$ cat config.mk
export PLATFORM = sky130hd
export DESIGN_NAME = wdog_keyed
export DESIGN_NICKNAME = d
export VERILOG_FILES = /design/src/rtl/wdog_keyed.sv
export SDC_FILE = /design/constraint.sdc
export NUM_CORES = 1
export LEC_CHECK = 0
export ABC_CLOCK_PERIOD_IN_PS = 2900
export BUFFER_PORTS_ARGS = -buffer_cell sky130_fd_sc_hd__clkbuf_2
export CAP_MARGIN = 20
export CORE_MARGIN = 2
export CORE_UTILIZATION = 54
export DETAILED_ROUTE_END_ITERATION = 16
export PLACE_DENSITY = 0.84
export SKIP_CTS_REPAIR_TIMING = 1
export SYNTH_ARGS = -nofsm -noshare
export SYNTH_HDL_FRONTEND = slang
export SYNTH_SLANG_ARGS = --single-unit
$ cat constraint.sdc
create_clock -name clk -period 2.9 [get_ports clk]
set_clock_uncertainty 0.15 [all_clocks]
set_input_delay 0.58 -clock clk [delete_from_list [all_inputs] [get_ports clk]]
set_output_delay 0.58 -clock clk [all_outputs]
set_load 0.03 [all_outputs]
$ cat src/rtl/wdog_keyed.sv
`timescale 1ns/1ps
module wdog_keyed #(
  parameter int          PRE_W    = 16,
  parameter logic [15:0] TMO_INIT = 16'hFFFF
) (
  input  logic        clk,
  input  logic        rst_n,
  input  logic [3:0]  bus_addr,
  input  logic        bus_we,
  input  logic [3:0]  bus_be,
  input  logic [31:0] bus_wdata,
  output logic [31:0] bus_rdata,
  output logic        rst_req,
  output logic        irq
);
  localparam logic [3:0]  A_CTRL = 4'h4;
  localparam logic [3:0]  A_CNT  = 4'h8;
  localparam logic [3:0]  A_SVC  = 4'hC;
  localparam logic [15:0] KEY_A  = 16'h556C;
  localparam logic [15:0] KEY_B  = 16'hAA39;

  logic [15:0]      tmo, cnt;
  logic             en, rsel, psel, en_set, armed;
  logic [PRE_W-1:0] pre;

  wire        ctrl_wr = bus_we && bus_addr == A_CTRL && bus_be == 4'hF;
  wire        svc_wr  = bus_we && bus_addr == A_SVC && bus_be[1:0] == 2'b11;
  wire [15:0] svc_val = bus_wdata[15:0];
  wire        kick    = svc_wr && armed && svc_val == KEY_B;
  wire        fld_wr  = ctrl_wr && !en;
  wire [15:0] tmo_nxt = (fld_wr && bus_wdata[31:16] != 16'd0) ? bus_wdata[31:16] : tmo;
  wire        tick    = !psel || (&pre);
  wire        expire  = en && tick && cnt == 16'd1 && !kick;

  always_comb begin
    case (bus_addr)
      A_CTRL:  bus_rdata = {tmo, 13'd0, en, rsel, psel};
      A_CNT:   bus_rdata = {16'd0, cnt};
      default: bus_rdata = 32'd0;
    endcase
  end

  always_ff @(posedge clk or negedge rst_n) begin
    if (!rst_n) begin
      tmo     <= TMO_INIT;
      cnt     <= TMO_INIT;
      en      <= 1'b0;
      rsel    <= 1'b0;
      psel    <= 1'b0;
      en_set  <= 1'b0;
      armed   <= 1'b0;
      pre     <= '0;
      rst_req <= 1'b0;
      irq     <= 1'b0;
    end else begin
      tmo <= tmo_nxt;
      if (fld_wr) begin
        rsel <= bus_wdata[1];
        psel <= bus_wdata[0];
      end
      if (ctrl_wr && !en_set) begin
        en     <= bus_wdata[2];
        en_set <= 1'b1;
      end
      if (svc_wr) armed <= (svc_val == KEY_A);
      if (!en || kick) pre <= '0;
      else             pre <= pre + 1'b1;
      if (!en || kick || expire) cnt <= tmo_nxt;
      else if (tick)             cnt <= cnt - 16'd1;
      rst_req <= expire && rsel;
      if (kick)                 irq <= 1'b0;
      else if (expire && !rsel) irq <= 1'b1;
    end
  end


  en_once_chk: assert property (@(posedge clk) disable iff (!rst_n)
    en_set |=> $stable(en));


  fld_lock_chk: assert property (@(posedge clk) disable iff (!rst_n)
    en |=> ($stable(tmo) && $stable(rsel) && $stable(psel)));


  cnt_range_chk: assert property (@(posedge clk) disable iff (!rst_n)
    en |-> (cnt != 16'd0 && cnt <= tmo));


  rst_mode_chk: assert property (@(posedge clk) disable iff (!rst_n)
    rst_req |-> (rsel && en));


  irq_mode_chk: assert property (@(posedge clk) disable iff (!rst_n)
    $rose(irq) |-> !rsel);


  irq_hold_chk: assert property (@(posedge clk) disable iff (!rst_n)
    (irq && !kick) |=> irq);


  kick_chk: assert property (@(posedge clk) disable iff (!rst_n)
    kick |=> (!irq && cnt == tmo));
endmodule

# Yosys cells after proc, flatten, opt, wreduce, memory -nomap -nowiden
# Cells that the tools add are included.
# Widths: inputs -> output; s select.
[op_classes] n_addsub=2 n_eq_ne=8 n_mux=7 reduce_logical=26
[op_table] operator="$mux 16" n=4
[op_table] operator="$pmux 32 s2" n=1
[op_table] operator="$add 16x1->16 const B" n=1
[op_table] operator="$eq 16x1->1 const B" n=1
[op_table] operator="$eq 16x15->1 const B" n=1
[op_table] operator="$eq 16x16->1 const B" n=1
[op_table] operator="$reduce_and 16->1" n=1
[op_table] operator="$reduce_bool 16->1" n=1
[op_table] operator="$sub 16x1->16 const B" n=1
[op_table] operator="$logic_and 1x1->1" n=14
[op_table] operator="$eq 4x4->1 const B" n=3
[op_table] operator="$logic_not 1->1" n=5
[op_table] operator="$eq 4x3->1 const B" n=1
[op_table] operator="$reduce_bool 2->1" n=2
[op_table] operator="$logic_or 1x1->1" n=3
[op_table] operator="$eq 2x2->1 const B" n=1
[op_table] operator="$mux 1" n=2
[word_totals] register_bits=55 inputBits=43 output_inout_bits=34

# Logic depth before layout (Yosys ltp)
# Gate-level depths: netlist (run 1).
[logic_depth] word_depth=10 mapped_depth=8 ltp_nobuf=7

# Worst setup path after synthesis (run 1)
# No wires, ideal clock.
[synth_path] path_kind="input to register" start="input port bus_addr[3]" end="register cnt[12]" setup_ns=0.082 t_arrival_ns=2.365 setup_slack_ns=0.303 stages=6 path_cell_list="or4b_4 > nor4_4 > nand2_4 > buf_6 > mux2_4 > a211o_1"
[synth_between] elab_cells_between_ends=17 classes_between="eq/ne (2); mux (2); reduce/logical (13)"
[synth_rtl] element="from (decl)" line_no="8" rtl="input logic [3:0] bus_addr,"
[synth_rtl] element="$eq 4x3->1" line_no="26" rtl="wire ctrl_wr = bus_we && bus_addr == A_CTRL && bus_be == 4'hF;"
[synth_rtl] element="$logic_and 1x1->1 (2 in series)" line_no="26"
[synth_rtl] element="$logic_and 1x1->1" line_no="30" rtl="wire fld_wr = ctrl_wr && !en;"
[synth_rtl] element="$logic_and 1x1->1" line_no="31" rtl="wire [15:0] tmo_nxt = (fld_wr && bus_wdata[31:16] != 16'd0) ? bus_wdata[31:16] : tmo;"
[synth_rtl] element="$mux 16" line_no="31"
[synth_rtl] element="named net tmo_nxt[12]" line_no="31"
[synth_rtl] element="$mux 16" line_no="68" rtl="if (!en || kick || expire) cnt <= tmo_nxt;"
[synth_rtl] element="to (signal assigned)" line_no="68"
[synth_rtl] element="to (signal assigned)" line_no="69" rtl="else if (tick) cnt <= cnt - 16'd1;"
[synth_rtl] element="to (decl)" line_no="22" rtl="logic [15:0] tmo, cnt;"
# The timed path passes the listed nets, and every way through them passes these cells.
# A chain may end at the register's enable or synchronous reset.

# Worst setup path after layout (run 1)
[layout_path] start="register pre[0]" end="register cnt[11]"
[layout_between] elab_chain_len=7 elab_cells_between_ends=8 classes_between="mux (1); reduce/logical (7)"
[layout_lines] element="from (decl)" line_no="24" rtl="logic [PRE_W-1:0] pre;"
[layout_lines] element="from (signal assigned)" line_no="67" rtl="else pre <= pre + 1'b1;"
[layout_lines] element="$reduce_and 16->1 *" line_no="32" rtl="wire tick = !psel || (&pre);"
[layout_lines] element="$logic_or 1x1->1 *" line_no="32"
[layout_lines] element="$logic_and 1x1->1 (3 in series)" line_no="33" rtl="wire expire = en && tick && cnt == 16'd1 && !kick;"
[layout_lines] element="$logic_or 1x1->1" line_no="68"
[layout_lines] element="$mux 16 / $reduce_bool 2->1 (equally long branches)"
# Every way passes the cells marked *; elsewhere a longest branch is shown, timed or not.

==> flow_summary.yaml, run 1 <==
drt:
  vias: 3062
  vias_per_cell: 6.21
  drt_first_pass_iters: 5
  drt-total-wl_um: 8700
  wl_per_cell_um: 17.7
  ant_nets: 0
  drt-initial-drc-count: 313
  drcViolationCount: 0
clocking:
  cts_root_buf: "clkbuf_8"
  cts_tree: "yes"
  clock_latency_ns: 0.31
  htreeDepth: 2
  cts_buffer_depth: 2
  clkSinkCount: 55
  path_clk_slew_ns: 0.10
  cts_made_buffers: 5
floorplan:
  start_util: 0.556
  core_um2: 5920
  die_area_um2: 6730
  die_w_um: 82.1
  io_pins: 77
  rows: 28
  fp.dieH_um: 82.1
grt:
  antenna_found_initial: 0
  grt_pass1_wl_um: 13800
  grt_max_degree: 34
  grt.overflow.total: 0
  track_usage: 0.274
  grt_pass1_vias: 2781
yosys:
  yosys.area_share.adder: 0.0114
  synth-simple-area-share: 0.305
  synth-xor-area-share: 0.0373
  synth.area.mux_share: 0.0578
  ys.warnings.count: 0
  synthArstFlopShare: 1.00
  yosys_most_used_dff: "dfstp_2"
  synth.net_count: 376
  yosysUniqueCellTypes: 58
  synth_compound_area_frac: 0.127
  synth_edf_count: 0
  synth.ff_latch_count: 55
  synth_top_family_by_area: "simple AND/OR/NAND/NOR gates"
  syn_inst: 330
  yosysSeqAreaShare: 0.431
  syn_area_per_cell_um2: 9.97
  netlist_area_um2: 3290
critical_path:
  slowest_delay_ns: 0.63
  cp_data_required_time_ns: 3.01
  crit_type: "flip-flop to flip-flop"
  path_cells: "ha_1 > nand4_1 > or4_1 > and2_2 > o21ai_0 > buf_4 > a221o_1"
  critPathCaptureType: "flip-flop"
  cp_top_family: "simple AND/OR/NAND/NOR gates"
  cp_slowest_cell: "or4_1"
  worstSetupStartpointType: "flip-flop"
  critPathBufInv: 1
  crit_start: "pre[0]$_DFF_PN0_"
  cp.arrival_ns: 2.79
  cp_max_fo: 20
  r2r_start: "pre[0]$_DFF_PN0_"
layout:
  final_util: 0.675
  ff_latch_area_um2: 1420
  final_net_count: 463
  n_antenna_cell: 0
  layout_commonest_cell: "clkbuf_2"
  drive_gt1_frac: 0.376
  final_cell_mix: "76 x clkbuf_2, 32 x dfstp_2, 31 x and2_1"
  fin_area_um2: 4000
  fillerInstances: 476
  synthToLayoutAreaGrowth_pct: 21.5
  multi_input_area_um2: 1780
power_and_ir_drop:
  leakagePower_nw: 1.90
  cellPowerDensity_nw_per_um2: 646
  ir_drop_v: 0.000317
  finalPower_mw: 2.58
timing:
  fin_tns_setup_ns: 0
  rsz0062_at_grt: "no"
  slew_viol_final: 0
  slew_headroom: 0.563
  tightest_slew_ns: 0.647
  final_hold_viol_count: 0
  max_freq_mhz: 373
  final.min_clock_period_ns: 2.68
  min_period_over_period: 0.925
  setup_viol: 0
placement:
  gp_congestion: 0.947
  placement.io_buffers: 76
  dpl-instance-area_um2: 3850
  hpwlAfterDp_um: 6430
worst_hold_path:
  min_path_type: "input port to asynchronous set/reset pin"
outcome:
  outcome: "finished, final reports clean"
flow_run:
  max-cap-violations: 0
-- cells in the mapped netlist (all sizes together), types with 2 or more instances --
cell	count	area, µm²
clkbuf	8	30.0
nand4bb	2	22.5
nor4	16	115
a2bb2oi	2	17.5
a211oi	4	30.0
nand4b	2	17.5
nand2	19	78.8
nand2b	5	31.3
o32ai	3	26.3
or4	2	15.0
dfrtp	23	576
nand4	10	62.6
or3b	2	17.5
nand3	12	60.1
or2	3	18.8
and2	32	200
and3	3	18.8
a22o	2	17.5
o2111ai	2	17.5
and4	7	61.3
buf	5	31.3
a21boi	2	15.0
nor4bb	2	20.0
dfstp	32	841
xor2	8	70.1
nor3	5	25.0
mux2	12	150
nor2	29	109
inv	11	41.3
a211o	8	70.1
mux2i	4	40.0
o2111a	9	101
ha	3	37.5
nor4b	5	43.8
xnor2	6	52.6
or3	8	51.3
o21ai	7	35.0
-- flip-flops by register name (all words and copies together) (netlist names) --
register,count
cnt,16
rsel,1
en_set,1
irq,1
tmo,16
pre,16
armed,1
en,1
psel,1
rst_req,1
-- per-stage QoR --
stage | hold slack, ns | setup WS [ns] | cells
2_1_floorplan | 0.134 | 0.303 | 330
3_3_place_gp | 0.303 | 0.158 | 485
3_5_place_dp | 0.307 | 0.101 | 485
4_1_cts | 0.119 | 0.123 | 493
5_1_grt | 0.134 | 0.0187 | 493
6_report | 0.0995 | 0.217 | 493
-- cell type report --
class                           instances  share of cell area
Clock inverter                          3              0.0178
Tap cell                               75              0.0235
Multi-Input combinational cell        251               0.446
Sequential cell                        55               0.354
Clock buffer                            5              0.0172
Inverter                               11              0.0103
Timing Repair Buffer                   93               0.130
-- worst paths after layout --
| path | depth (start not counted) | to | slack, ns |
|---|---|---|---|
| worst max-delay path | 7 | cnt[11]$_DFFE_PN1P_ | 0.22 |
| worst min-delay path | 1 | pre[8]$_DFF_PN0_ | 0.1 |
| worst max register to register | 7 | cnt[11]$_DFFE_PN1P_ | 0.22 |
| worst min register to register | 1 | en_set$_DFFE_PN0P_ | 0.34 |
| max in group asynchronous | 2 | cnt[14]$_DFFE_PN1P_ | 1.85 |
| min in group clk | 1 | en_set$_DFFE_PN0P_ | 0.34 |
-- layer usage --
layer  global-route usage  wire (µm)
met5                    0          0
met1                0.379       3750
met3               0.0363        706
met4               0.0900        226
met2                0.446       4020
-- kinds of logic (layout without fill, tap and decap cells) --
kind of cell | after synthesis | after routing
compound gates | 50 | 50
fa+ha+maj | 3 | 3
mux | 16 | 16
simple gates | 168 | 168
flops | 55 | 55
xor+xnor | 14 | 14
buf+inv | 24 | 112
-- report_power, final --
| part | switching (mW) | leakage, nW | internal (mW) |
|---|---|---|---|
| Combinational | 0.400 | 1.20 | 0.365 |
| Clock | 0.266 | 0.0703 | 0.351 |
| Sequential | 0.211 | 0.634 | 0.990 |
| Total | 0.877 | 1.90 | 1.71 |
(Power assumes the default switching activity.)
==> run 2: changes to the inputs <==
--- a/config.mk
+++ b/config.mk
@@ -8,10 +8,11 @@
 export ABC_CLOCK_PERIOD_IN_PS = 2900
 export BUFFER_PORTS_ARGS = -buffer_cell sky130_fd_sc_hd__clkbuf_2
 export CAP_MARGIN = 20
+export CORE_ASPECT_RATIO = 1.2
 export CORE_MARGIN = 2
 export CORE_UTILIZATION = 54
 export DETAILED_ROUTE_END_ITERATION = 16
-export PLACE_DENSITY = 0.84
+export PLACE_DENSITY = 0.8
 export SKIP_CTS_REPAIR_TIMING = 1
 export SYNTH_ARGS = -nofsm -noshare
 export SYNTH_HDL_FRONTEND = slang
==> flow_summary.yaml, run 2 (same netlist as run 1, synthesis figures left out) <==
timing:
  min_period_over_period: 0.912
  final.min_clock_period_ns: 2.65
  setup_viol: 0
  tightest_slew_ns: 0.722
  max_freq_mhz: 378
  final_hold_viol_count: 0
  slew_viol_final: 0
  fin_tns_setup_ns: 0
  whs_ns: 0.225
  slew_headroom: 0.519
  rsz0062_at_grt: "no"
drt:
  drcViolationCount: 0
  drt-initial-drc-count: 258
  ant_nets: 0
  vias: 2936
  drt_first_pass_iters: 4
  wl_per_cell_um: 16.8
  drt-total-wl_um: 8350
  vias_per_cell: 5.92
power_and_ir_drop:
  ir_drop_v: 0.000326
  cellPowerDensity_nw_per_um2: 605
  finalPower_mw: 2.37
  leakagePower_nw: 1.85
flow_run:
  max-cap-violations: 0
grt:
  grt_pass1_vias: 2742
  grt.overflow.total: 0
  track_usage: 0.259
  antenna_found_initial: 0
  grt_pass1_wl_um: 13200
  grt_max_degree: 56
critical_path:
  cp_data_required_time_ns: 3.01
  reg2reg_depth: 7
  crit_type: "flip-flop to flip-flop"
  critPathCaptureType: "flip-flop"
  cp_max_fo: 20
  worstSetupStartpointType: "flip-flop"
  cp.arrival_ns: 2.75
placement:
  hpwlAfterDp_um: 6250
  gp_congestion: 0.946
  placement.io_buffers: 76
  dpl.cell_count: 488
layout:
  final_net_count: 459
  reg_top3: "cnt x16, pre x16, tmo x16"
  layout_commonest_cell: "clkbuf_2"
  drive_gt1_frac: 0.365
  final_util: 0.655
  fin_cells: 496
  final_cell_mix: "76 x clkbuf_2, 32 x and2_1, 32 x dfstp_2"
  synthToLayoutAreaGrowth_pct: 19.0
  n_antenna_cell: 0
floorplan:
  io_pins: 77
  start_util: 0.551
  rows: 31
  fp.dieH_um: 89.5
  die_area_um2: 6730
  core_um2: 5970
  die_w_um: 75.2
clocking:
  cts_made_buffers: 5
  clock_latency_ns: 0.31
  cts_buffer_depth: 2
  clkSinkCount: 55
  cts_root_buf: "clkbuf_8"
  cts_tree: "yes"
  path_clk_slew_ns: 0.10
  htreeDepth: 2
worst_hold_path:
  min_path_type: "input port to asynchronous set/reset pin"
outcome:
  outcome: "finished, final reports clean"
-- run 2: changes by cell type in the layout (fill, tap and decap cells not counted) --
cell and delta:
and2_2 -1, buf_12 -1, bufinv_16 -2, buf_4 -3, clkbuf_8 +1, inv_8 -1, and2_1 +1, clkinv_1 +1
clkinvlp_4 +1
-- run 2: area by class of cell --
class	count	area, µm²
Tap cell	82	103
Inverter	11	41.3
Clock inverter	2	11.3
Multi-Input combinational cell	251	1780
Fill cell	514	2060
Sequential cell	55	1420
Clock buffer	6	82.6
Timing Repair Buffer	89	478
-- run 2: path summary, 6_finish.rpt --
check | startpoint | endpoint | slack [ns]
min in group clk | en_set$_DFFE_PN0P_ | en_set$_DFFE_PN0P_ | 0.34
worst max-delay path | pre[0]$_DFF_PN0_ | cnt[11]$_DFFE_PN1P_ | 0.25
worst min-delay path | rst_n | armed$_DFFE_PN0N_ | 0.23
worst max register to register | pre[0]$_DFF_PN0_ | cnt[11]$_DFFE_PN1P_ | 0.25
worst min register to register | en_set$_DFFE_PN0P_ | en_set$_DFFE_PN0P_ | 0.34
max in group asynchronous | rst_n | pre[6]$_DFF_PN0_ | 1.92
-- run 2: layer usage --
| layer | share of wire | vias up | routed length, µm | track usage |
|---|---|---|---|---|
| li1 | - | 1398 | - | - |
| met3 | 0.061 | 7 | 511 | 0.0293 |
| met5 | 0 | - | 0 | 0 |
| met1 | 0.44 | 1416 | 3670 | 0.354 |
| met4 | 0.011 | 0 | 89 | 0.0797 |
| met2 | 0.49 | 115 | 4080 | 0.432 |
-- run 2: per-stage QoR --
stage | cell area (µm²) | setup WS (ns)
4_1_cts | 3920 | 0.240
3_5_place_dp | 3820 | 0.0526
2_1_floorplan | 3290 | 0.303
5_1_grt | 3920 | 0.00225
3_3_place_gp | 3820 | 0.106
6_report | 3920 | 0.254
-- run 2: where the power goes --
part	leakage (nW)	switching [mW]	internal [mW]
clock network	0.0449	0.245	0.191
logic	1.17	0.385	0.358
registers	0.634	0.201	0.990
total	1.85	0.831	1.54
-- run 2: worst max-delay path, cell delays in order (launching register included) --
cell     delay, ns
dfrtp_1       0.39
ha_1          0.21
nand4_1       0.14
or4_1         0.62
and2_1        0.44
o21ai_0       0.25
buf_4         0.23
a221o_1       0.16
==> run 3: changes to the inputs <==
--- a/config.mk
+++ b/config.mk
@@ -13,6 +13,7 @@
 export CORE_UTILIZATION = 54
 export DETAILED_ROUTE_END_ITERATION = 16
 export PLACE_DENSITY = 0.8
+export RECOVER_POWER = 50
 export SKIP_CTS_REPAIR_TIMING = 1
 export SYNTH_ARGS = -nofsm -noshare
 export SYNTH_HDL_FRONTEND = slang
==> flow_summary.yaml, run 3 (same netlist as run 1, synthesis figures left out) <==
floorplan:
  io_pins: 77
  rows: 31
  core_um2: 5970
  fp.dieH_um: 89.5
  die_w_um: 75.2
  die_area_um2: 6730
  start_util: 0.551
layout:
  final_net_count: 459
  fillerInstances: 522
  synthToLayoutAreaGrowth_pct: 18.4
  final_util: 0.652
  drive_gt1_frac: 0.350
  final_cell_mix: "75 x clkbuf_2, 32 x and2_1, 32 x dfstp_2"
  n_antenna_cell: 0
  reg_top3: "cnt x16, pre x16, tmo x16"
  fin_cells: 496
  layout_commonest_cell: "clkbuf_2"
flow_run:
  max-cap-violations: 0
grt:
  grt_max_degree: 56
  track_usage: 0.259
  grt.overflow.total: 0
  antenna_found_initial: 0
  grt_pass1_wl_um: 13200
  grt_pass1_vias: 2742
critical_path:
  cp_max_fo: 20
  cp.arrival_ns: 2.75
  crit_type: "flip-flop to flip-flop"
  worstSetupStartpointType: "flip-flop"
  cp_data_required_time_ns: 3.01
  critPathCaptureType: "flip-flop"
power_and_ir_drop:
  finalPower_mw: 2.36
  cellPowerDensity_nw_per_um2: 607
  leakagePower_nw: 1.83
  ir_drop_v: 0.000325
timing:
  slew_viol_final: 0
  setup_viol: 0
  final.min_clock_period_ns: 2.64
  rsz0062_at_grt: "no"
  slew_headroom: 0.141
  max_freq_mhz: 378
  min_period_over_period: 0.912
  fin_tns_setup_ns: 0
  final_hold_viol_count: 0
  tightest_slew_ns: 1.29
  worst_slack_ns: 0.255
drt:
  vias_per_cell: 5.90
  drt-initial-drc-count: 253
  wl_per_cell_um: 16.9
  drt-total-wl_um: 8370
  drt_first_pass_iters: 4
  ant_nets: 0
  drcViolationCount: 0
  vias: 2925
clocking:
  clkSinkCount: 55
  htreeDepth: 2
  cts_tree: "yes"
  cts_made_buffers: 5
  cts_buffer_depth: 2
  cts_root_buf: "clkbuf_8"
  path_clk_slew_ns: 0.10
  clock_latency_ns: 0.31
placement:
  placement.io_buffers: 76
  hpwlAfterDp_um: 6250
  place_ws_ns: 0.0526
  dpl.cell_count: 488
  gp_congestion: 0.946
outcome:
  outcome: "finished, final reports clean"
worst_hold_path:
  min_path_type: "flip-flop to flip-flop"
-- run 3: final timing paths --
| path | startpoint | to | slack, ns | cells after the start |
|---|---|---|---|---|
| setup / recovery | pre[0]$_DFF_PN0_ | cnt[11]$_DFFE_PN1P_ | 0.26 | 7 |
| hold / removal | en_set$_DFFE_PN0P_ | en_set$_DFFE_PN0P_ | 0.34 | 1 |
| setup reg to reg | pre[0]$_DFF_PN0_ | cnt[11]$_DFFE_PN1P_ | 0.26 | 7 |
| hold reg to reg | en_set$_DFFE_PN0P_ | en_set$_DFFE_PN0P_ | 0.34 | 1 |
| max in group asynchronous | rst_n | pre[6]$_DFF_PN0_ | 1.34 | 2 |
| min in group asynchronous | rst_n | armed$_DFFE_PN0N_ | 0.48 | 2 |
-- run 3: metal layers --
metal / share of wire / vias up / wire length (µm) / GRT usage
met3: 0.059 / 11 / 498 / 0.0293
met1: 0.44 / 1399 / 3700 / 0.354
met4: 0.015 / 0 / 123 / 0.0797
li1: - / 1401 / - / -
met5: 0 / - / 0 / 0
met2: 0.48 / 114 / 4050 / 0.432
-- run 3: area by class of cell --
type / count / area [µm²] / share of cell area
sequential: 55 / 1420 / 0.364
multi-input combinational: 251 / 1780 / 0.457
timing repair buffer: 89 / 462 / 0.119
clock inverter: 2 / 11.3 / 0.00289
tap: 82 / 103 / 0.0263
clock buffer: 6 / 82.6 / 0.0212
inverter: 11 / 41.3 / 0.0106
-- run 3: through the flow --
step                      hold slack (ns)  instance area (µm²)
after floorplan                     0.134                 3290
after global placement              0.300                 3820
after detailed placement            0.316                 3820
after CTS                           0.255                 3920
after global routing                0.354                 3890
final                               0.339                 3890
-- run 3: power breakdown --
| part | internal, mW | switching, mW | leakage (nW) |
|---|---|---|---|
| Clock | 0.191 | 0.245 | 0.0449 |
| Sequential | 0.990 | 0.201 | 0.634 |
| Combinational | 0.354 | 0.382 | 1.15 |
-- run 3: critical path, stage by stage, from the launching register on --
cell     delay (ns)
dfrtp_1        0.39
ha_1           0.21
nand4_1        0.14
or4_1          0.62
and2_1         0.43
o21ai_0        0.25
buf_4          0.23
a221o_1        0.16
